## config.mk

```make
export PLATFORM = sky130hd
export DESIGN_NAME = rx_irq_coalescer
export DESIGN_NICKNAME = d
export VERILOG_FILES = /design/src/rtl/coal_pkg.sv /design/src/rtl/coal_regs.sv /design/src/rtl/coal_batch.sv /design/src/rtl/coal_fire.sv /design/src/rtl/rx_irq_coalescer.sv
export SDC_FILE = /design/constraint.sdc
export NUM_CORES = 1
export LEC_CHECK = 0
export ABC_AREA = 1
export BUFFER_PORTS_ARGS = -buffer_cell sky130_fd_sc_hd__buf_2
export CAP_MARGIN = 20
export CORE_UTILIZATION = 30
export CTS_CLUSTER_SIZE = 20
export DETAILED_ROUTE_END_ITERATION = 7
export HOLD_SLACK_MARGIN = 0.12
export PLACE_DENSITY = 0.52
export SLEW_MARGIN = 25
export SYNTH_ARGS = -nofsm -noshare
export SYNTH_HDL_FRONTEND = slang
export SYNTH_SLANG_ARGS = --single-unit
```

## constraint.sdc

```tcl
create_clock -name clk -period 2 [get_ports clk]
set_input_delay 0.1 -clock clk [delete_from_list [all_inputs] [get_ports clk]]
set_output_delay 0.1 -clock clk [all_outputs]
set_load 0.01 [all_outputs]
```

## src/rtl/coal_pkg.sv

```systemverilog
package coal_pkg;
  localparam int TAG_W    = 4;
  localparam int CNT_W    = 7;
  localparam int CNT_LSB  = 4;
  localparam int LINK_BIT = 16;
  localparam int LIM_W    = 8;
  localparam int WORD_W   = 32;

  localparam int CTL_LSB  = 16;
  localparam int CTL_W    = 3;
  localparam int CTL_UNC  = 0;
  localparam int CTL_HOLD = 1;
  localparam int CTL_IEN  = 2;

  typedef enum logic [1:0] {
    ADDR_SET = 2'd0,
    ADDR_CLR = 2'd1,
    ADDR_THR = 2'd2,
    ADDR_ACK = 2'd3
  } reg_addr_e;

  localparam logic [CTL_W-1:0] CTL_INIT = 3'b011;
  localparam logic [LIM_W-1:0] DEF_CNT_LIM  = 8'd16;
  localparam logic [LIM_W-1:0] DEF_TIME_LIM = 8'd10;
endpackage

```

## src/rtl/coal_regs.sv

```systemverilog
module coal_regs
  import coal_pkg::*;
#(
  parameter int DW = WORD_W
) (
  input  logic             clk,
  input  logic             rst,
  input  logic             we,
  input  logic [1:0]       addr,
  input  logic [DW-1:0]    wdata,
  output logic [DW-1:0]    rdata,
  output logic             path_hold,
  output logic             irq_en,
  output logic [LIM_W-1:0] cnt_lim,
  output logic [LIM_W-1:0] time_lim,
  output logic [TAG_W-1:0] tag,
  output logic             armed,
  output logic             ack
);
  logic [CTL_W-1:0] ctl_q;
  logic [CTL_W-1:0] wr_bits;
  logic [DW-1:0]    rd_mux;
  logic             unused_wbits;

  assign wr_bits   = wdata[CTL_LSB +: CTL_W];
  assign ack       = we && (addr == ADDR_ACK);
  assign path_hold = ctl_q[CTL_HOLD];
  assign irq_en    = ctl_q[CTL_IEN];
  assign unused_wbits = ^{wdata[DW-1:CTL_LSB+CTL_W]};

  always_ff @(posedge clk) begin
    if (rst) begin
      ctl_q    <= CTL_INIT;
      cnt_lim  <= DEF_CNT_LIM;
      time_lim <= DEF_TIME_LIM;
      tag      <= '0;
    end else if (we) begin
      case (addr)
        ADDR_SET: ctl_q <= ctl_q | wr_bits;
        ADDR_CLR: ctl_q <= ctl_q & ~wr_bits;
        ADDR_THR: begin
          cnt_lim  <= wdata[LIM_W-1:0];
          time_lim <= wdata[2*LIM_W-1:LIM_W];
        end
        default:  tag <= wdata[TAG_W-1:0];
      endcase
    end
  end

  always_ff @(posedge clk) begin
    if (rst || ctl_q[CTL_HOLD]) armed <= 1'b0;
    else if (ack)               armed <= 1'b1;
  end

  always_comb begin
    rd_mux = '0;
    case (addr)
      ADDR_SET, ADDR_CLR: rd_mux[CTL_LSB +: CTL_W] = ctl_q;
      ADDR_THR: begin
        rd_mux[LIM_W-1:0]       = cnt_lim;
        rd_mux[2*LIM_W-1:LIM_W] = time_lim;
      end
      default:            rd_mux[TAG_W-1:0] = tag;
    endcase
  end

  always_ff @(posedge clk) begin
    if (rst) rdata <= '0;
    else     rdata <= rd_mux;
  end
endmodule

```

## src/rtl/coal_batch.sv

```systemverilog
module coal_batch
  import coal_pkg::*;
#(
  parameter int CW = CNT_W,
  parameter int LW = LIM_W
) (
  input  logic          clk,
  input  logic          rst,
  input  logic          path_hold,
  input  logic          waiting,
  input  logic          fire,
  input  logic          msg_rx,
  input  logic          link_rel,
  input  logic          tick,
  output logic [CW-1:0] pend_cnt,
  output logic          link_pend,
  output logic [LW-1:0] tmr
);
  localparam logic [CW-1:0] CNT_MAX = {CW{1'b1}};
  localparam logic [LW-1:0] TMR_MAX = {LW{1'b1}};

  logic clear;
  assign clear = rst || path_hold;

  always_ff @(posedge clk) begin
    if (clear)                              pend_cnt <= '0;
    else if (fire)                          pend_cnt <= msg_rx ? CW'(1) : '0;
    else if (msg_rx && pend_cnt != CNT_MAX) pend_cnt <= pend_cnt + 1'b1;
  end

  always_ff @(posedge clk) begin
    if (clear)     link_pend <= 1'b0;
    else if (fire) link_pend <= link_rel;
    else           link_pend <= link_pend | link_rel;
  end

  always_ff @(posedge clk) begin
    if (clear || fire || waiting)                        tmr <= '0;
    else if (tick && pend_cnt != '0 && tmr != TMR_MAX) tmr <= tmr + 1'b1;
  end
endmodule

```

## src/rtl/coal_fire.sv

```systemverilog
module coal_fire
  import coal_pkg::*;
#(
  parameter int CW = CNT_W,
  parameter int LW = LIM_W,
  parameter int TW = TAG_W,
  parameter int DW = WORD_W
) (
  input  logic          clk,
  input  logic          rst,
  input  logic          path_hold,
  input  logic          irq_en,
  input  logic          armed,
  input  logic          ack,
  input  logic [CW-1:0] pend_cnt,
  input  logic          link_pend,
  input  logic [LW-1:0] tmr,
  input  logic [LW-1:0] cnt_lim,
  input  logic [LW-1:0] time_lim,
  input  logic [TW-1:0] tag,
  output logic          fire,
  output logic          waiting,
  output logic          status_valid,
  output logic [DW-1:0] status_word
);
  logic          have_msgs;
  logic          trig;
  logic [DW-1:0] word_c;

  assign have_msgs = (pend_cnt != '0);
  assign trig = link_pend ||
                (have_msgs && ((LW'(pend_cnt) >= cnt_lim) || (tmr >= time_lim)));
  assign fire = !waiting && armed && irq_en && !path_hold && trig;

  always_comb begin
    word_c = '0;
    word_c[TW-1:0]          = tag;
    word_c[CNT_LSB +: CW]   = pend_cnt;
    word_c[LINK_BIT]        = link_pend;
  end

  always_ff @(posedge clk) begin
    if (rst || path_hold) waiting <= 1'b0;
    else if (fire)        waiting <= 1'b1;
    else if (ack)         waiting <= 1'b0;
  end

  always_ff @(posedge clk) begin
    if (rst) begin
      status_valid <= 1'b0;
      status_word  <= '0;
    end else begin
      status_valid <= fire;
      if (fire) status_word <= word_c;
    end
  end
endmodule

```

## src/rtl/rx_irq_coalescer.sv

```systemverilog
module rx_irq_coalescer
  import coal_pkg::*;
#(
  parameter int DW = WORD_W,
  parameter int CW = CNT_W,
  parameter int LW = LIM_W,
  parameter int TW = TAG_W
) (
  input  logic          clk,
  input  logic          rst,
  input  logic          reg_we,
  input  logic [1:0]    reg_addr,
  input  logic [DW-1:0] reg_wdata,
  output logic [DW-1:0] reg_rdata,
  input  logic          msg_rx,
  input  logic          link_rel,
  input  logic          tick,
  output logic          irq,
  output logic          status_valid,
  output logic [DW-1:0] status_word
);
  logic          path_hold, irq_en, armed, ack, fire, waiting, link_pend;
  logic [LW-1:0] cnt_lim, time_lim, tmr;
  logic [TW-1:0] tag;
  logic [CW-1:0] pend_cnt;

  coal_regs #(.DW(DW)) u_regs (
    .clk(clk), .rst(rst), .we(reg_we), .addr(reg_addr), .wdata(reg_wdata),
    .rdata(reg_rdata), .path_hold(path_hold), .irq_en(irq_en),
    .cnt_lim(cnt_lim), .time_lim(time_lim), .tag(tag), .armed(armed), .ack(ack)
  );

  coal_batch #(.CW(CW), .LW(LW)) u_batch (
    .clk(clk), .rst(rst), .path_hold(path_hold), .waiting(waiting), .fire(fire),
    .msg_rx(msg_rx), .link_rel(link_rel), .tick(tick),
    .pend_cnt(pend_cnt), .link_pend(link_pend), .tmr(tmr)
  );

  coal_fire #(.CW(CW), .LW(LW), .TW(TW), .DW(DW)) u_fire (
    .clk(clk), .rst(rst), .path_hold(path_hold), .irq_en(irq_en), .armed(armed),
    .ack(ack), .pend_cnt(pend_cnt), .link_pend(link_pend), .tmr(tmr),
    .cnt_lim(cnt_lim), .time_lim(time_lim), .tag(tag), .fire(fire),
    .waiting(waiting), .status_valid(status_valid), .status_word(status_word)
  );

  assign irq = waiting;
endmodule

```

* Yosys cells after proc, flatten, opt, wreduce, memory -nomap -nowiden *
Index checks and enable logic that the tools add are counted.

storage, ports and cells
  flip-flop bits (word level) = 86
  bits of input ports = 40
  word-level logic and storage cells = 67
  output and inout bits = 66

operators by class
  mux-type cells = 8
  order comparisons = 2
  bitwise logic cells = 7
  reductions and logical operators = 28
  equality and inequality tests = 5
  $add $sub $neg = 2

operator list
  cell                 count
  $mux 7               2
  $logic_and 1x1->1    9
  $add 8x1->8 const B  1
  $ge 7x8->1           1
  $ge 8x8->1           1
  $ne 8x8->1 const B   1
  $pmux 4 s2           1
  $add 7x1->7 const B  1
  $ne 7x7->1 const B   1
  $reduce_bool 7->1    1
  $pmux 3 s2           1
  $reduce_and 2->1     3
  $reduce_bool 2->1    3
  $reduce_or 2->1      3
  $logic_or 1x1->1     5
  $eq 2x2->1 const B   2
  $mux 1               4
  $and 3x3->3          1
  $not 1->1            3
  $not 3->3            1
  $or 3x3->3           1
  $reduce_or 3->1      1
  $eq 2x1->1 const B   1
  $logic_not 1->1      2
  other kinds (2)      2

* Logic depth before layout (Yosys ltp) *
Gate-level depths: netlist of run 1.

  depth after elaboration = 7
  gate-level depth with buffers = 16
  gate-level depth less buffers = 15

* Cells and area by module *
Synthesis of run 1 repeated with hierarchy kept, for this count alone.

unflattened totals
  cell total of the unflattened synthesis = 536
  area, all modules = 3707.3 um2

by module, submodules not included
  module      instances  area each (um2)  cells an instance
  coal_regs   1          1635.3           215
  coal_fire   1          1168.6           184
  coal_batch  1          903.4            137

* Worst setup path after synthesis of run 1 *
OpenSTA, ideal clock, no wires.

  path type = register -> register
  from = register u_batch.pend_cnt[5]
  to = register u_fire.waiting
  arrival time = 1.532 ns
  slack = 0.358 ns
  data required time = 1.890 ns
  path buffers = 1
  cell stages (with the launch flop) = 13
  library setup time = 0.110 ns
  cells stage by stage = dfxtp_1 -> ha_1 -> a21oi_1 -> nor2_1 -> nor2_1 -> nand3_1 -> nand2_4 -> nand2_4 -> inv_6 -> buf_8 -> nand2_1 -> nand2_1 -> inv_1

on the way
  cells in the longest elaborated chain, start to end = 6

RTL lines
  what                                                RTL line          text
  start: declaration                                  coal_batch.sv:15  output logic [CW-1:0] pend_cnt,
  start signal: assignment                            coal_batch.sv:27  else if (fire) pend_cnt <= msg_rx ? CW'(1) : '0;
  start signal: assignment                            coal_batch.sv:28  else if (msg_rx && pend_cnt != CNT_MAX) pend_cnt <= pend_cnt + 1'b1;
  $ge 7x8->1                                          coal_fire.sv:32   (have_msgs && ((LW'(pend_cnt) >= cnt_lim) || (tmr >= time_lim)));
  $logic_or 1x1->1                                    coal_fire.sv:32
  $logic_and 1x1->1 (*)                               coal_fire.sv:32
  $logic_or 1x1->1 (*)                                coal_fire.sv:31   assign trig = link_pend ||
  $logic_and 1x1->1 (*)                               coal_fire.sv:33   assign fire = !waiting && armed && irq_en && !path_hold && trig;
  $mux 1 / $reduce_bool 2->1 (equally long branches)  --
  end signal: assignment                              coal_fire.sv:43   if (rst || path_hold) waiting <= 1'b0;
  end signal: assignment                              coal_fire.sv:44   else if (fire) waiting <= 1'b1;
  end signal: assignment                              coal_fire.sv:45   else if (ack) waiting <= 1'b0;
  end: declaration                                    coal_fire.sv:22   output logic waiting,

Mark *: on every way between the ends. The rest lies on a longest branch, timed or not.
A chain may end at the register's enable or synchronous reset.

==> results of run 1 <==
==> worst register-to-register path, cell delays in order (launching register included) <==
cell,delay [ns]
dfxtp_1,0.31
inv_1,0.06
ha_1,0.31
nand2_1,0.06
nand2_1,0.04
nor2_1,0.07
nand2_1,0.06
nor2_1,0.11
nand3_2,0.12
nand2_4,0.11
nand2_4,0.07
inv_8,0.11
nand3b_4,0.16
nor2_1,0.13
==> power by group <==
part | switching, uW | internal, uW | total [uW]
registers | 11.7 | 1490 | 1500
clock network | 500 | 437 | 937
logic | 148 | 96.8 | 245
total | 660 | 2020 | 2680
==> sequential cells by signal (all words and copies together), names as in the netlist, named ones only <==
name / cells
u_regs.cnt_lim: 8
u_regs.rdata: 19
u_regs.time_lim: 8
u_regs.armed: 1
u_fire.waiting: 1
u_fire.status_word: 12
u_batch.pend_cnt: 7
u_fire.status_valid: 1
u_regs.tag: 4
u_batch.tmr: 8
u_batch.link_pend: 1
==> layout make-up <==
class | count | share of cell area, %
clock buffer | 13 | 3.36
tap | 140 | 4.24
timing repair buffer | 93 | 14.8
inverter | 64 | 5.99
multi-input combinational | 286 | 36.1
sequential | 73 | 35.4
clock inverter | 1 | 0.121
==> logic make-up (layout without fill, tap and decap cells) <==
family	after synthesis	after routing
compound gates	68	68
xor+xnor	9	9
fa+ha+maj	18	18
buf+inv	106	171
flops	73	73
other cells	1	33
simple gates	158	158
==> stage by stage <==
stage	instance area [um^2]	hold WS, ns
after floorplan	3490	0.211
after global placement	3730	0.323
after detailed placement	3730	0.320
after CTS	4120	0.127
after global routing	4140	0.150
final	4140	0.143
==> path summary, 6_finish.rpt <==
kind / slack [ns] / start / cells past startpoint / end
setup / recovery: 0.21 / reg_wdata[17] / 6 / register
hold / removal: 0.14 / reg_addr[1] / 4 / u_regs.rdata[18]$_SDFF_PP0_
setup reg to reg: 0.21 / u_regs.time_lim[7]$_SDFFE_PP0P_ / 13 / u_batch.tmr[7]$_SDFFE_PP0P_
hold reg to reg: 0.44 / register / 2 / u_regs.rdata[16]$_SDFF_PP0_
==> Yosys cell counts, types with 2 or more instances <==
cell type / instances / share of area, %
o21ai_0: 21 / 3.1
a21oi_2: 2 / 0.52
buf_4: 33 / 7.4
nand2_4: 2 / 0.67
a21oi_1: 36 / 5.3
o211ai_1: 4 / 0.89
nor3_1: 2 / 0.30
clkbuf_1: 7 / 0.78
nand2_1: 85 / 9.5
nand4_1: 3 / 0.56
xor2_1: 6 / 1.6
nor2_2: 2 / 0.37
xnor2_1: 3 / 0.78
o32ai_1: 4 / 1.0
inv_1: 62 / 6.9
dfxtp_1: 73 / 43
nand3_1: 14 / 2.1
nor2_1: 45 / 5.0
ha_1: 18 / 6.7
==> routing by layer <==
| layer | part of all wire, % | GRT usage, % |
|---|---|---|
| met1 | 48 | 17.2 |
| met2 | 45 | 21.2 |
| met3 | 5.2 | 4.22 |
| met4 | 1.5 | 5.77 |
| met5 | 0 | 0 |
==> what timing repair did <==
| action | 4_1_cts | 5_1_grt |
|---|---|---|
| resized for setup | 0 | 7 |
| hold buffers | 24 | 0 |
| endpoints found under the setup margin | 0 | 14 |
| hold endpoints to repair | 25 | 0 |
==> flow_metrics.env, run 1 <==
export IMPL_run_status="completed"
export IMPL_die_w_um=108
export IMPL_ys_seq_elements=73
export IMPL_library_cells_used_by_synthesis=30
export IMPL_worstPathCellList="dlygate4sd3_1 -> buf_2 -> nand3_1 -> dlygate4sd3_1 -> o211ai_1 -> dlygate4sd3_1"
export IMPL_synth_xor_area_share_pct=2.34
export IMPL_postCtsSetupRepairBufs=0
export IMPL_port_buf_inserts=59
export IMPL_detail_route_wirelength_mm=7.32
export IMPL_area_sequential_um2=1470
export IMPL_max_cap_violations=0
export IMPL_antenna_found_initial=0
export IMPL_cts_made_buffers=9
export IMPL_gp_congestion=0.778
export IMPL_post_synth_mux_area_share_pct=0
export IMPL_finClkSkew_ns=0.00948
export IMPL_filler_cell_count=1141
export IMPL_pwr_per_cell_area_nw_per_um2=648
export IMPL_cp_start_kind="primary input"
export IMPL_slew_viol_final=0
export IMPL_synthesized_area_per_cell_um2=7.78
export IMPL_cpMaxStageDelayCell="dlygate4sd3_1"
export IMPL_drive_gt1_share_pct=18.5
export IMPL_timing_critical_path_to_type="register"
export IMPL_die_ar_um2=11700
export IMPL_synth_async_sr_flop_share_pct=0
export IMPL_synthFlopType="dfxtp_1"
export IMPL_setup_viol_count_final=0
export IMPL_arrival_ns=2.03
export IMPL_worst_path_largest_cell_delay_ns=0.56
export IMPL_buffer_and_inverter_count_on_the_worst_path=4
export IMPL_timing_final_hold_violations=0
export IMPL_drc_errors=0
export IMPL_clock_sinks=73
export IMPL_antenna_diode_count=0
export IMPL_criticalPathCategory="primary input to register"
export IMPL_mappedNetlistArea_um2=3370
export IMPL_setup_repair_after_global_routing_missed_its_margin="no"
export IMPL_signed_area_change_from_the_synthesized_netlist_to_the_final_layout_pct=22.7
export IMPL_layout_core_utilization_pct=38.0
export IMPL_worst_ep_required_time_ns=2.24
export IMPL_groute_usage_overall_pct=13.6
export IMPL_tritoncts_clock_tree="built"
export IMPL_cpLargestDelayFamily="buffers and inverters"
export IMPL_clkLatencyLatePin_ns=0.35
export IMPL_share_of_the_synthesized_area_in_compound_gates_ao_oa_aoi_oai_pct=11.1
export IMPL_synth_seq_area_share_pct=43.4
export IMPL_drtIter0Drc=97
export IMPL_final_clock_period_utilization_by_the_worst_path_pct=89.5
export IMPL_std_cell_rows=38
export IMPL_synth_warnings=0
export IMPL_avgRoutedWirePerCell_um=10.9
export IMPL_hold_crit_class="primary input to register"
export IMPL_initial_core_utilization_pct=30.9
export IMPL_static_leakage_power_uw=0.00194
export IMPL_numPlacedInstances=632
export IMPL_cts_htree_levels=3
export IMPL_clkTransAtPathRegs_ns=0.07
export IMPL_via_per_inst=4.23
export IMPL_finalNonFillerCells=670
export IMPL_syn_inst=433
export IMPL_number_of_flops_mapped_to_enable_cells_by_yosys=0
export IMPL_maxClockFrequency_ghz=0.559
export IMPL_mostFrequentLayoutCells="85 x nand2_1, 70 x dfxtp_1, 62 x inv_1"
export IMPL_layout_cells_most_common="nand2_1"
export IMPL_clock_root_buffer="clkbuf_8"
export IMPL_via_count=2833
export IMPL_num_nets_final=585
export IMPL_overflow=0
export IMPL_detail_route_antenna_nets=0
export IMPL_finalWorstPathRequiredPeriod_ns=1.79
export IMPL_multi_input_logic_area_um2=1490
export IMPL_synthSimpleGateAreaFrac_pct=20.2
export IMPL_synthAdderAreaFrac_pct=6.68
export IMPL_critical_path_peak_fanout=2
export IMPL_die_h_um=108
export IMPL_irDropWorstVdd_mv=0.372
export IMPL_synth_top_family_by_area="simple AND/OR/NAND/NOR gates"
export IMPL_report_power_total_uw=2680
export IMPL_dpl_worst_slack_ns=0.124
export IMPL_cts_buffer_depth=2
export IMPL_io_pin_count=106
export IMPL_grt_start_max_net_pins=24
export IMPL_pnr_worst_setup_slack_ns=0.210
export IMPL_placeableCoreArea_um2=10900
export IMPL_grt_pass1_vias=2612
export IMPL_first_pass_iters=4
export IMPL_hpwl_mm=5.48
export IMPL_finalSetupTns_ns=0
export IMPL_wire_length_of_the_first_global_routing_pass_mm=12.1
export IMPL_critPathMostFrequentCell="dlygate4sd3_1"
Power figures use the tool's default switching activity.
==> run 2, diff against run 1 <==
--- a/config.mk
+++ b/config.mk
@@ -11,6 +11,7 @@
 export CORE_UTILIZATION = 30
 export CTS_CLUSTER_SIZE = 20
 export DETAILED_ROUTE_END_ITERATION = 7
+export GPL_TIMING_DRIVEN = 0
 export HOLD_SLACK_MARGIN = 0.12
 export PLACE_DENSITY = 0.52
 export SLEW_MARGIN = 25
==> flow_metrics.env, run 2 (synthesized netlist as in run 1, its figures left out) <==
export IMPL_gp_congestion=0.762
export IMPL_arrival_ns=2.06
export IMPL_slew_viol_final=0
export IMPL_antenna_diode_count=0
export IMPL_cts_made_buffers=9
export IMPL_finalWorstPathRequiredPeriod_ns=1.83
export IMPL_setup_repair_after_global_routing_missed_its_margin="no"
export IMPL_signed_area_change_from_the_synthesized_netlist_to_the_final_layout_pct=33.5
export IMPL_cts_buffer_depth=2
export IMPL_die_h_um=108
export IMPL_max_cap_violations=0
export IMPL_port_buf_inserts=59
export IMPL_largest_register="u_regs.rdata"
export IMPL_via_count=2888
export IMPL_setup_viol_count_final=0
export IMPL_die_ar_um2=11700
export IMPL_biggestRegsByFlops="u_regs.rdata: 19 flops, u_fire.status_word: 12 flops"
export IMPL_hold_crit_class="primary input to register"
export IMPL_grt_start_max_net_pins=13
export IMPL_run_status="completed"
export IMPL_clkTransAtPathRegs_ns=0.08
export IMPL_cts_htree_levels=3
export IMPL_initial_core_utilization_pct=30.9
export IMPL_clkLatencyLatePin_ns=0.36
export IMPL_pwr_per_cell_area_nw_per_um2=711
export IMPL_grt_pass1_vias=2741
export IMPL_largest_reg_flops=19
export IMPL_std_cell_rows=38
export IMPL_io_pin_count=106
export IMPL_layout_core_utilization_pct=41.3
export IMPL_overflow=0
export IMPL_final_clock_period_utilization_by_the_worst_path_pct=91.4
export IMPL_maxClockFrequency_ghz=0.547
export IMPL_via_per_inst=4.08
export IMPL_numPlacedInstances=664
export IMPL_drc_errors=0
export IMPL_critical_path_peak_fanout=9
export IMPL_dpl_worst_slack_ns=0.102
export IMPL_irDropWorstVdd_mv=0.376
export IMPL_timing_critical_path_to_type="register"
export IMPL_avgRoutedWirePerCell_um=11.1
export IMPL_placeableCoreArea_um2=10900
export IMPL_first_pass_iters=4
export IMPL_groute_usage_overall_pct=14.4
export IMPL_layout_cells_most_common="nand2_1"
export IMPL_tritoncts_clock_tree="built"
export IMPL_multi_input_logic_area_um2=1500
export IMPL_hpwl_mm=5.81
export IMPL_criticalPathCategory="primary input to register"
export IMPL_detail_route_wirelength_mm=7.82
export IMPL_num_nets_final=621
export IMPL_pnr_worst_setup_slack_ns=0.171
export IMPL_drtIter0Drc=82
export IMPL_detail_route_antenna_nets=0
export IMPL_static_leakage_power_uw=0.00215
export IMPL_worst_slew_pin_transition_ns=0.593
export IMPL_cp_start_kind="primary input"
export IMPL_timing_final_hold_violations=0
export IMPL_finClkSkew_ns=0.0132
export IMPL_max_slew_margin_rel_pct=60.5
export IMPL_finalSetupTns_ns=0
export IMPL_die_w_um=108
export IMPL_antenna_found_initial=0
export IMPL_area_sequential_um2=1470
export IMPL_worst_ep_required_time_ns=2.23
export IMPL_wire_length_of_the_first_global_routing_pass_mm=12.7
export IMPL_filler_cell_count=1105
export IMPL_clock_sinks=73
export IMPL_drive_gt1_share_pct=22.6
export IMPL_finalNonFillerCells=707
export IMPL_mostFrequentLayoutCells="85 x nand2_1, 70 x dfxtp_1, 61 x inv_1"
export IMPL_clock_root_buffer="clkbuf_8"
[run 2: changes by cell type in the layout (fill, tap and decap cells not counted), moves of 2 or more]
cell	change
buf_4	+23
clkinvlp_4	+2
bufinv_16	+3
clkbuf_1	+4
dlygate4sd3_1	+4
[run 2: worst max-delay path, stage by stage]
cell	delay [ns]
dlygate4sd3_1	0.53
buf_2	0.13
inv_1	0.09
nor2_1	0.13
nand2_1	0.22
o21ai_0	0.24
dlygate4sd3_1	0.58
a21oi_1	0.04
[run 2: routing by layer]
metal  up-vias  routed length (um)  track usage, %
li1       1557                   -               -
met1      1249                3780            18.2
met2        71                3500            22.9
met3        11                 360            2.71
met4         0                 174            7.93
met5         -                   0               0
[run 2: final timing paths]
kind	slack, ns	cells past startpoint	endpoint	from
worst max-delay path	0.17	8	u_regs.time_lim[2]$_SDFFE_PP0P_	reg_addr[1]
worst min-delay path	0.19	4	register	reg_we
worst max register to register	0.20	14	u_fire.waiting$_SDFFE_PP0P_	u_batch.pend_cnt[3]$_SDFFE_PP0P_
worst min register to register	0.44	2	u_regs.rdata[16]$_SDFF_PP0_	register
[run 2: final cells by class]
class,count,area share (%)
buffer,42,6.68
inverter,64,5.45
multi-input combinational,286,33.4
sequential,73,32.6
timing repair buffer,87,12.8
tap,140,3.90
clock buffer,10,2.84
clock inverter,5,2.34
[run 2: power breakdown]
group / total (uW) / switching (uW) / internal [uW]
clock: 1390 / 571 / 822
combinational: 306 / 162 / 144
sequential: 1500 / 11.8 / 1490
total: 3200 / 745 / 2450
[run 2: repair_timing]
item                                    4_1_cts  5_1_grt
endpoints found under the setup margin        0       26
gates resized for setup                       0        7
hold endpoints to repair                     29        0
buffers inserted                              0        0
hold buffers                                 28        0
[run 2: through the flow]
| step | cell area [um^2] | hold WS (ns) | power [uW] |
|---|---|---|---|
| floorplan | 3490 | 0.211 | 1710 |
| CTS | 4470 | 0.171 | 3230 |
| finish | 4500 | 0.191 | 3200 |
| global placement | 3960 | 0.324 | 1790 |
| global route | 4500 | 0.208 | 3330 |
| detailed placement | 3960 | 0.322 | 1790 |
==> run 3, diff against run 2 <==
--- a/config.mk
+++ b/config.mk
@@ -9,6 +9,7 @@
 export BUFFER_PORTS_ARGS = -buffer_cell sky130_fd_sc_hd__buf_2
 export CAP_MARGIN = 20
 export CORE_UTILIZATION = 30
+export CTS_BUF_LIST = sky130_fd_sc_hd__clkbuf_4
 export CTS_CLUSTER_SIZE = 20
 export DETAILED_ROUTE_END_ITERATION = 7
 export GPL_TIMING_DRIVEN = 0
==> constraint.sdc (replaced) <==
create_clock -name clk -period 2 [get_ports clk]
set_input_delay 0.1 -clock clk [delete_from_list [all_inputs] [get_ports clk]]
set_output_delay 0.1 -clock clk [all_outputs]
set_load 0.05 [all_outputs]
==> flow_metrics.env, run 3 (synthesized netlist as in run 1, its figures left out) <==
export IMPL_run_status="completed"
export IMPL_die_w_um=108
export IMPL_grtUsageMet1_pct=18.3
export IMPL_slew_viol_final=0
export IMPL_cpMaxStageDelayCell="dfxtp_1"
export IMPL_irDropWorstVdd_mv=0.316
export IMPL_setup_viol_count_final=0
export IMPL_worstPathCellList="ha_1 -> nand2_1 -> nand2_1 -> nand2_1 -> nand2_1 -> nor2_2 -> nand3_2 -> nand2_4 -> nand2_4 -> inv_6 -> buf_8 -> nand2_1 -> nand2_1 -> inv_1"
export IMPL_power_frac_clock_pct=38.2
export IMPL_p_comb_share_pct=14.1
export IMPL_signed_area_change_from_the_synthesized_netlist_to_the_final_layout_pct=33.0
export IMPL_largest_register="u_regs.rdata"
export IMPL_io_pin_count=106
export IMPL_static_leakage_power_uw=0.00215
export IMPL_worst_path_largest_cell_delay_ns=0.47
export IMPL_max_slew_margin_rel_pct=61.3
export IMPL_hpwl_mm=5.81
export IMPL_detail_route_antenna_nets=0
export IMPL_die_h_um=108
export IMPL_timing_critical_path_to_type="register"
export IMPL_drtIter0Drc=83
export IMPL_arrival_ns=2.16
export IMPL_std_cell_rows=38
export IMPL_avgRoutedWirePerCell_um=11.1
export IMPL_via_per_inst=4.15
export IMPL_finalWorstPathRequiredPeriod_ns=1.81
export IMPL_final_clock_period_utilization_by_the_worst_path_pct=90.4
export IMPL_biggestRegsByFlops="u_regs.rdata: 19 flops, u_fire.status_word: 12 flops"
export IMPL_cts_buffer_depth=2
export IMPL_drc_errors=0
export IMPL_tritoncts_clock_tree="built"
export IMPL_overflow=0
export IMPL_max_cap_violations=0
export IMPL_p_int_uw=2270
export IMPL_gr_max_usage_layer="met2"
export IMPL_finalNonFillerCells=711
export IMPL_worst_ep_required_time_ns=2.35
export IMPL_finalSetupTns_ns=0
export IMPL_detail_route_wirelength_mm=7.92
export IMPL_clkLatencyLatePin_ns=0.46
export IMPL_maxClockFrequency_ghz=0.553
export IMPL_placeableCoreArea_um2=10900
export IMPL_groute_usage_overall_pct=14.4
export IMPL_largest_reg_flops=19
export IMPL_antenna_found_initial=0
export IMPL_grt_util_met3_pct=3.62
export IMPL_total_switching_power_uw=870
export IMPL_filler_cell_count=1122
export IMPL_cts_htree_levels=3
export IMPL_critical_path_peak_fanout=10
export IMPL_cts_made_buffers=9
export IMPL_numPlacedInstances=664
export IMPL_share_of_power_burned_in_registers_pct=47.7
export IMPL_gp_congestion=0.762
export IMPL_drive_gt1_share_pct=23.5
export IMPL_initial_core_utilization_pct=30.9
export IMPL_clkTransAtPathRegs_ns=0.13
export IMPL_layout_cells_most_common="nand2_1"
export IMPL_clock_sinks=73
export IMPL_critPathMostFrequentCell="nand2_1"
export IMPL_first_pass_iters=5
export IMPL_finClkSkew_ns=0.0200
export IMPL_wire_length_of_the_first_global_routing_pass_mm=12.7
export IMPL_grt_pass1_vias=2721
export IMPL_setup_repair_after_global_routing_missed_its_margin="no"
export IMPL_antenna_diode_count=0
export IMPL_mostFrequentLayoutCells="85 x nand2_1, 67 x dfxtp_1, 62 x inv_1"
export IMPL_cp_start_kind="register"
export IMPL_hold_crit_class="primary input to register"
export IMPL_grt_start_max_net_pins=13
export IMPL_timing_final_hold_violations=0
export IMPL_pwr_per_cell_area_nw_per_um2=702
export IMPL_via_count=2948
export IMPL_num_nets_final=625
export IMPL_port_buf_inserts=59
export IMPL_die_ar_um2=11700
export IMPL_clock_root_buffer="clkbuf_4"
export IMPL_worst_slew_pin_transition_ns=0.580
export IMPL_switching_share_pct=27.7
export IMPL_criticalPathCategory="register to register"
export IMPL_met2_grt_util_pct=23.1
run 3: changes by cell type in the layout (fill, tap and decap cells not counted), sizes merged:
cell         delta
buf             +3
dlygate4sd3     +1
run 3: final cells by class:
type / instances / area [um^2] / share of cell area, %
sequential: 73 / 1470 / 32.8
clock inverter: 5 / 105 / 2.35
buffer: 42 / 300 / 6.70
clock buffer: 10 / 75.1 / 1.68
inverter: 64 / 245 / 5.47
multi-input combinational: 286 / 1500 / 33.5
tap: 140 / 175 / 3.91
timing repair buffer: 91 / 608 / 13.6
run 3: critical path: cells and delay by family (launching register included):
family / cells / cell delay, ns
fa+ha+maj: 1 / 0.29
buf+inv: 3 / 0.26
flops: 1 / 0.47
simple gates: 10 / 0.70
run 3: final timing paths:
kind,from,to,depth (start not counted),slack [ns]
max reg2reg,u_batch.tmr[5]$_SDFFE_PP0P_,u_fire.waiting$_SDFFE_PP0P_,14,0.19
min,reg_we,u_regs.tag[3]$_SDFFE_PP0P_,3,0.18
min reg2reg,register,u_regs.rdata[16]$_SDFF_PP0_,2,0.45
max,u_batch.tmr[5]$_SDFFE_PP0P_,u_fire.waiting$_SDFFE_PP0P_,14,0.19
run 3: timing repair:
item	4_1_cts	5_1_grt
endpoints found under the setup margin	0	26
resized for setup	0	9
setup buffers	0	3
hold buffers	29	0
endpoints found under the hold margin	36	0
run 3: routing by layer:
layer,wire length (um),vias to the layer above
li1,-,1563
met1,3770,1291
met2,3530,84
met3,455,10
met4,161,0
met5,0,-
run 3: metrics by stage:
step	utilization [%]	setup slack [ns]	power, uW	hold WS (ns)	cell area [um^2]
2_1_floorplan	-	0.349	1850	0.211	3490
3_3_place_gp	36.4	0.101	1930	0.324	3960
3_5_place_dp	36.4	0.102	1930	0.322	3960
4_1_cts	40.7	0.0698	3160	0.174	4430
5_1_grt	41.2	0.00138	3270	0.224	4480
6_report	41.2	0.192	3140	0.185	4480
run 3: power groups by stage:
stage	combinational (uW)	sequential [uW]	clock, uW
after floorplan	290	1560	0
after global routing	482	1500	1280
after global placement	394	1530	0
after CTS	441	1500	1220
after detailed placement	398	1530	0
final	443	1500	1200
